--- src/rtl/scp_pkg.sv ---
package scp_pkg;

    localparam int unsigned SCP_DEFAULT_RAILS  = 2;
    localparam int unsigned SCP_DEFAULT_WINDOW = 10;

    // Release of the latch needs both enables low together
    function automatic logic scp_release(input logic en_a, input logic en_b);
        return ~en_a & ~en_b;
    endfunction

endpackage

--- src/rtl/scp_rail_timer.sv ---
module scp_rail_timer #(
    parameter int unsigned WINDOW_TICKS = 10,
    localparam int unsigned CNT_W = $clog2(WINDOW_TICKS + 1)
) (
    input  logic clk,
    input  logic rst_n,
    input  logic tick,
    input  logic under,
    input  logic ready,
    input  logic hold,
    output logic expire
);

    typedef struct packed {
        logic [CNT_W-1:0] cnt;
    } timer_st_t;

    timer_st_t st_d, st_q;

    always_comb begin
        st_d   = st_q;
        expire = 1'b0;
        if (hold || !(under && ready)) begin
            st_d.cnt = '0;
        end else if (tick) begin
            if (st_q.cnt == CNT_W'(WINDOW_TICKS - 1)) begin
                expire   = 1'b1;
                st_d.cnt = '0;
            end else begin
                st_d.cnt = st_q.cnt + CNT_W'(1);
            end
        end
    end

    always_ff @(posedge clk or negedge rst_n) begin
        if (!rst_n) begin
            st_q <= '0;
        end else begin
            st_q <= st_d;
        end
    end

endmodule

--- src/rtl/scp_fault_latch.sv ---
module scp_fault_latch #(
    parameter int unsigned NUM_RAILS = 2
) (
    input  logic                 clk,
    input  logic                 rst_n,
    input  logic [NUM_RAILS-1:0] expire,
    input  logic                 release_req,
    output logic                 latched,
    output logic [NUM_RAILS-1:0] fault
);

    typedef struct packed {
        logic                 latched;
        logic [NUM_RAILS-1:0] fault;
    } latch_st_t;

    latch_st_t st_d, st_q;

    always_comb begin
        st_d = st_q;
        if (release_req) begin
            st_d = '0;
        end else if (!st_q.latched && (|expire)) begin
            st_d.latched = 1'b1;
            st_d.fault   = expire;
        end
    end

    always_ff @(posedge clk or negedge rst_n) begin
        if (!rst_n) begin
            st_q <= '0;
        end else begin
            st_q <= st_d;
        end
    end

    assign latched = st_q.latched;
    assign fault   = st_q.fault;

endmodule

--- src/rtl/scp_latch_ctrl.sv ---
module scp_latch_ctrl
    import scp_pkg::*;
#(
    parameter int unsigned NUM_RAILS    = SCP_DEFAULT_RAILS,
    parameter int unsigned WINDOW_TICKS = SCP_DEFAULT_WINDOW
) (
    input  logic                 clk,
    input  logic                 rst_n,
    input  logic                 tick_ms,
    input  logic [NUM_RAILS-1:0] under_thr,
    input  logic [NUM_RAILS-1:0] rail_ready,
    input  logic                 en_pos,
    input  logic                 en_neg,
    output logic                 shutdown_latched,
    output logic [NUM_RAILS-1:0] rail_fault
);

    logic                 release_req;
    logic                 hold_all;
    logic [NUM_RAILS-1:0] expire;

    assign release_req = scp_release(en_pos, en_neg);
    assign hold_all    = release_req | shutdown_latched;

    for (genvar g = 0; g < NUM_RAILS; g++) begin : g_rail
        scp_rail_timer #(
            .WINDOW_TICKS(WINDOW_TICKS)
        ) u_timer (
            .clk   (clk),
            .rst_n (rst_n),
            .tick  (tick_ms),
            .under (under_thr[g]),
            .ready (rail_ready[g]),
            .hold  (hold_all),
            .expire(expire[g])
        );
    end

    scp_fault_latch #(
        .NUM_RAILS(NUM_RAILS)
    ) u_latch (
        .clk        (clk),
        .rst_n      (rst_n),
        .expire     (expire),
        .release_req(release_req),
        .latched    (shutdown_latched),
        .fault      (rail_fault)
    );

endmodule

--- config.mk ---
export PLATFORM = sky130hd
export DESIGN_NAME = scp_latch_ctrl
export DESIGN_NICKNAME = d
export VERILOG_FILES = /design/src/rtl/scp_pkg.sv /design/src/rtl/scp_rail_timer.sv /design/src/rtl/scp_fault_latch.sv /design/src/rtl/scp_latch_ctrl.sv
export SDC_FILE = /design/constraint.sdc
export NUM_CORES = 1
export LEC_CHECK = 0
export BUFFER_PORTS_ARGS = -buffer_cell sky130_fd_sc_hd__buf_2
export CORE_UTILIZATION = 45
export DETAILED_ROUTE_END_ITERATION = 8
export PLACE_DENSITY = 0.69
export SLEW_MARGIN = 5
export SYNTH_ARGS = -nofsm -noshare
export SYNTH_HDL_FRONTEND = slang
export SYNTH_SLANG_ARGS = --single-unit
--- constraint.sdc ---
create_clock -name clk -period 1.7 [get_ports clk]
set_clock_uncertainty 0.1 [all_clocks]
set_input_delay 0.085 -clock clk [delete_from_list [all_inputs] [get_ports clk]]
set_output_delay 0.085 -clock clk [all_outputs]
set_load 0.02 [all_outputs]
* Word level (Yosys, flattened, before mapping)
Index checks and enable logic that the tools add are counted.
Word-level totals: input bits 9, register bits after elaboration 11, logic and storage cells 38
Cells by class: equal/unequal tests 2, reductions and logical operators 12, $add $sub $neg 2, multiplexer cells 14, bitwise logic cells 4
Operators with widths (count):
- $mux 4 | 6
- $add 4x1->4 const B | 2
- $eq 4x4->1 const B | 2
- $mux 1 | 6
- $mux 3 | 2
- $reduce_bool 2->1 | 3
- $logic_and 1x1->1 | 3
- $logic_not 1->1 | 3
- $logic_or 1x1->1 | 2
- $not 1->1 | 2
- $reduce_or 2->1 | 1
- $and 1x1->1 | 1
- $or 1x1->1 | 1

* Depth between registers and ports, before layout
word-level depth 9, mapped depth 5, mapped depth without buffers 5

* Modules after synthesis
Synthesis repeated with hierarchy kept, for this count alone.
Second synthesis, totals: cells, all modules 68, area total of the unflattened synthesis 644.4 um^2
By module, submodules not included:
- scp_rail_timer | cells an instance 27, instances 2, area each 250.2 um^2, seq. area each 100.1 um^2
- scp_fault_latch | cells an instance 12, instances 1, area each 132.6 um^2, seq. area each 75.1 um^2
- scp_latch_ctrl | cells an instance 2, instances 1, area each 11.3 um^2, seq. area each 0.0 um^2

* Least setup slack after synthesis
No wires, ideal clock.
kind flip-flop to flip-flop, start point register g_rail[1].u_timer.st_q[0] (netlist bit), end point register u_latch.st_q (netlist bit u_latch.latched), library setup time 0.124 ns, clock period less this slack 1.456 ns, setup slack 0.244 ns, data arrival time 1.232 ns, cell stages (with the launch flop) 5, data required time 1.476 ns, cell sequence dfrtp_1 > ha_1 > and4b_1 > and4_4 > o31a_1
On the way: word-level cells in the longest chain between the ends 7
RTL lines:
- start, declared | RTL line scp_rail_timer.sv:18 | timer_st_t st_d, st_q;
- start signal, assigned | RTL line scp_rail_timer.sv:39 | st_q <= st_d;
- $eq 4x4->1 | RTL line scp_rail_timer.sv:26 | if (st_q.cnt == CNT_W'(WINDOW_TICKS - 1)) begin
- $mux 1 | RTL line scp_rail_timer.sv:26
- $mux 1 | RTL line scp_rail_timer.sv:25 | end else if (tick) begin
- $mux 1 | RTL line scp_rail_timer.sv:23 | if (hold || !(under && ready)) begin
- $reduce_or 2->1 | RTL line scp_fault_latch.sv:23 | end else if (!st_q.latched && (|expire)) begin
- $logic_and 1x1->1 | RTL line scp_fault_latch.sv:23
- $reduce_bool 2->1 (no line)
- end signal, assigned | RTL line scp_fault_latch.sv:33 | st_q <= st_d;
- end, declared | RTL line scp_fault_latch.sv:17 | latch_st_t st_d, st_q;
Every way passes these cells. A chain may end at the register's enable or synchronous reset.

* Worst setup path after layout
Same ends and word-level chain as after synthesis.

==> reports/qor.txt <==
Final GP Congestion: 0.751
Netlist Area Pre-Place: 626 µm²
f_max: 659 MHz
relative slew slack: 82.7%
Yosys warning count: 0
total track usage: 17.8%
Layout area overhead: 16.6%
cell count after synthesis: 62
Hold Fails Final Rpt: 0
Std-Cell Rows: 13
crit path DAT: 1580 ps
Crit path max-delay family: flip-flops
Tightest Hold Check Type: in2reg
ANT cells: 0
clock sink count: 11
Tot Pwr: 490 µW
I/O pin count: 12
critical path class: reg2reg
Die Area: 1540 µm²
Worst VDD drop: 0.475 mV
Fillers: 124
vias per cell: 5.57
post-synthesis cell type count: 22
Worst setup EP type: flip-flop
CTS tree: built
#FFs+latches synth: 11
status: completed
Tcrit/Tclk final: 89.3%
syn nets: 75
RSZ-0062 raised after global routing: false
Startpoint Class: flip-flop
commonest cells after routing, fill and taps aside: 11 x dfrtp_1, 11 x buf_2, 7 x a21oi_1
WP buf/inv: 0
CTS root buf: clkbuf_4
CTS buffer count: 3
Multi-input gate area: 335 µm²
DRC violations left: 0
initial antenna violation count: 0
GRT overflow: 0
Pins Over Slew Limit: 0
syn avg cell area: 10.1 µm²
Die X: 39.3 µm
H-tree lvl count: 1
post-DP HPWL: 857 µm
vias in the first global route: 413
Chip Height: 39.3 µm
Clock Pin Slew Worst Setup and Hold Paths: 80 ps
final net count: 91
LEAKAGE: 0.337 nW
Data required, critical path: 1760 ps
share of layout cells above drive strength 1: 24.7%
core area: 1300 µm²
Critical Path Max Stage Delay: 430 ps
DR iter-0 viols: 11
Routed WL per cell: 12.5 µm
CP max FO: 6
Final setup viols: 0
largest net degree at the start of global routing: 16
Slew @ Worst Pin: 260 ps
sequential fraction of the synthesis area: 44.0%
CTS resizes: 0
vias: 512
power per cell area: 672 nW/µm²
Final ANT Viol Nets: 0
worst path cell trace: ha_1 > and4b_1 > and4_4 > o31a_1
CP max-delay cell: dfrtp_1
Initial Utilization: 48.1%
Tmin final: 1520 ps
Longest Clk Path Bufs: 2
first-pass GRT wire length: 1720 µm
worst-skew pair later-pin latency: 270 ps
drt total wl: 1150 µm
register area: 275 µm²
max cap viols: 0
DR pass1 iterations: 4
IO Port Bufs: 11
final setup TNS: 0 ps
[layer usage]
| layer | track usage, % | vias to the layer above | wire length (µm) |
|---|---|---|---|
| met4 | 12.9 | 0 | 31 |
| li1 | - | 258 | - |
| met1 | 20.4 | 232 | 518 |
| met2 | 27.9 | 18 | 519 |
| met5 | 0 | - | 0 |
| met3 | 5.11 | 4 | 76 |
[area by class of cell]
class	instances	area share [%]
Multi-Input combinational cell	48	46.0
Sequential cell	11	37.7
Timing Repair Buffer	12	8.92
Clock buffer	3	3.09
Tap cell	15	2.57
Inverter	2	1.03
Clock inverter	1	0.686
[final timing paths]
path | from | endpoint | slack (ps) | cells after the start
hold reg to reg | u_latch.fault[1] | u_latch.fault[1] | 430 | 1
max in group asynchronous | rst_n | g_rail[0].u_timer.st_q[1] | 1190 | 2
hold / removal | rail_ready[0] | u_latch.fault[0] | 40 | 3
setup / recovery | g_rail[1].u_timer.st_q[0] | u_latch.latched | 180 | 4
setup reg to reg | g_rail[1].u_timer.st_q[0] | u_latch.latched | 180 | 4
min in group asynchronous | rst_n | u_latch.latched | 100 | 2
[logic make-up (layout without fill, tap and decap cells)]
group / Yosys count / after routing / synth area share [%]
buffers and inverters: 3 / 18 / 2.40
and+or+nand+nor: 29 / 29 / 30.6
xor gates and xnor gates: 1 / 1 / 1.40
DFF: 11 / 11 / 44.0
AOI/OAI and AO/OA: 14 / 14 / 13.6
adders and majority gates: 4 / 4 / 8.00
[cell usage after synthesis]
cell type  number  area (µm²)
or2_2           1        6.26
o21ai_0         3        15.0
nand2b_1        4        25.0
or3b_1          2        17.5
a31o_2          1        8.76
a21oi_1         7        35.0
inv_1           2        7.51
nand3_1         2        10.0
a21boi_0        1        7.51
and4_4          1        11.3
xor2_1          1        8.76
and4b_1         3        30.0
ha_1            4        50.1
nand4_1         2        12.5
buf_4           1        7.51
nand2_1         6        22.5
and3_1          1        6.26
nor3_1          1        5.00
nand3b_1        6        45.0
dfrtp_1        11         275
o21ba_2         1        10.0
o31a_1          1        8.76
[sequential cells by signal, indices dropped and copies added (netlist names)]
signal,count
g_rail.u_timer.st_q,8
u_latch.fault,2
u_latch.latched,1
[report_power, final]
part	switching, mW	internal, mW	leakage [nW]	total, mW
logic	0.0224	0.0173	0.167	0.0397
registers	0.00283	0.264	0.153	0.266
clock network	0.0971	0.0871	0.0177	0.184
[through the flow]
| step | utilization (%) | setup WS [ps] | instances | hold WS [ps] | cell area (µm²) |
|---|---|---|---|---|---|
| after global placement | 53.2 | 216 | 87 | -132 | 692 |
| after CTS | 56.1 | 181 | 92 | 41.6 | 729 |
| after detailed placement | 53.2 | 189 | 87 | -127 | 692 |
| final | 56.1 | 183 | 92 | 40.8 | 729 |
| after global routing | 56.1 | 123 | 92 | 64.7 | 729 |
| after floorplan | - | 244 | 62 | -311 | 626 |
[repair_timing]
item / 4_1_cts / 5_1_grt
setup buffers: 0 / 0
hold endpoints to repair: 11 / 0
hold buffers: 1 / 0
[worst reg2reg max path, stage by stage, from the launching register on]
cell     delay (ps)
dfrtp_1         430
ha_1            240
and4b_1         190
and4_4          190
o31a_1          260
Power figures use the tool's default switching activity.
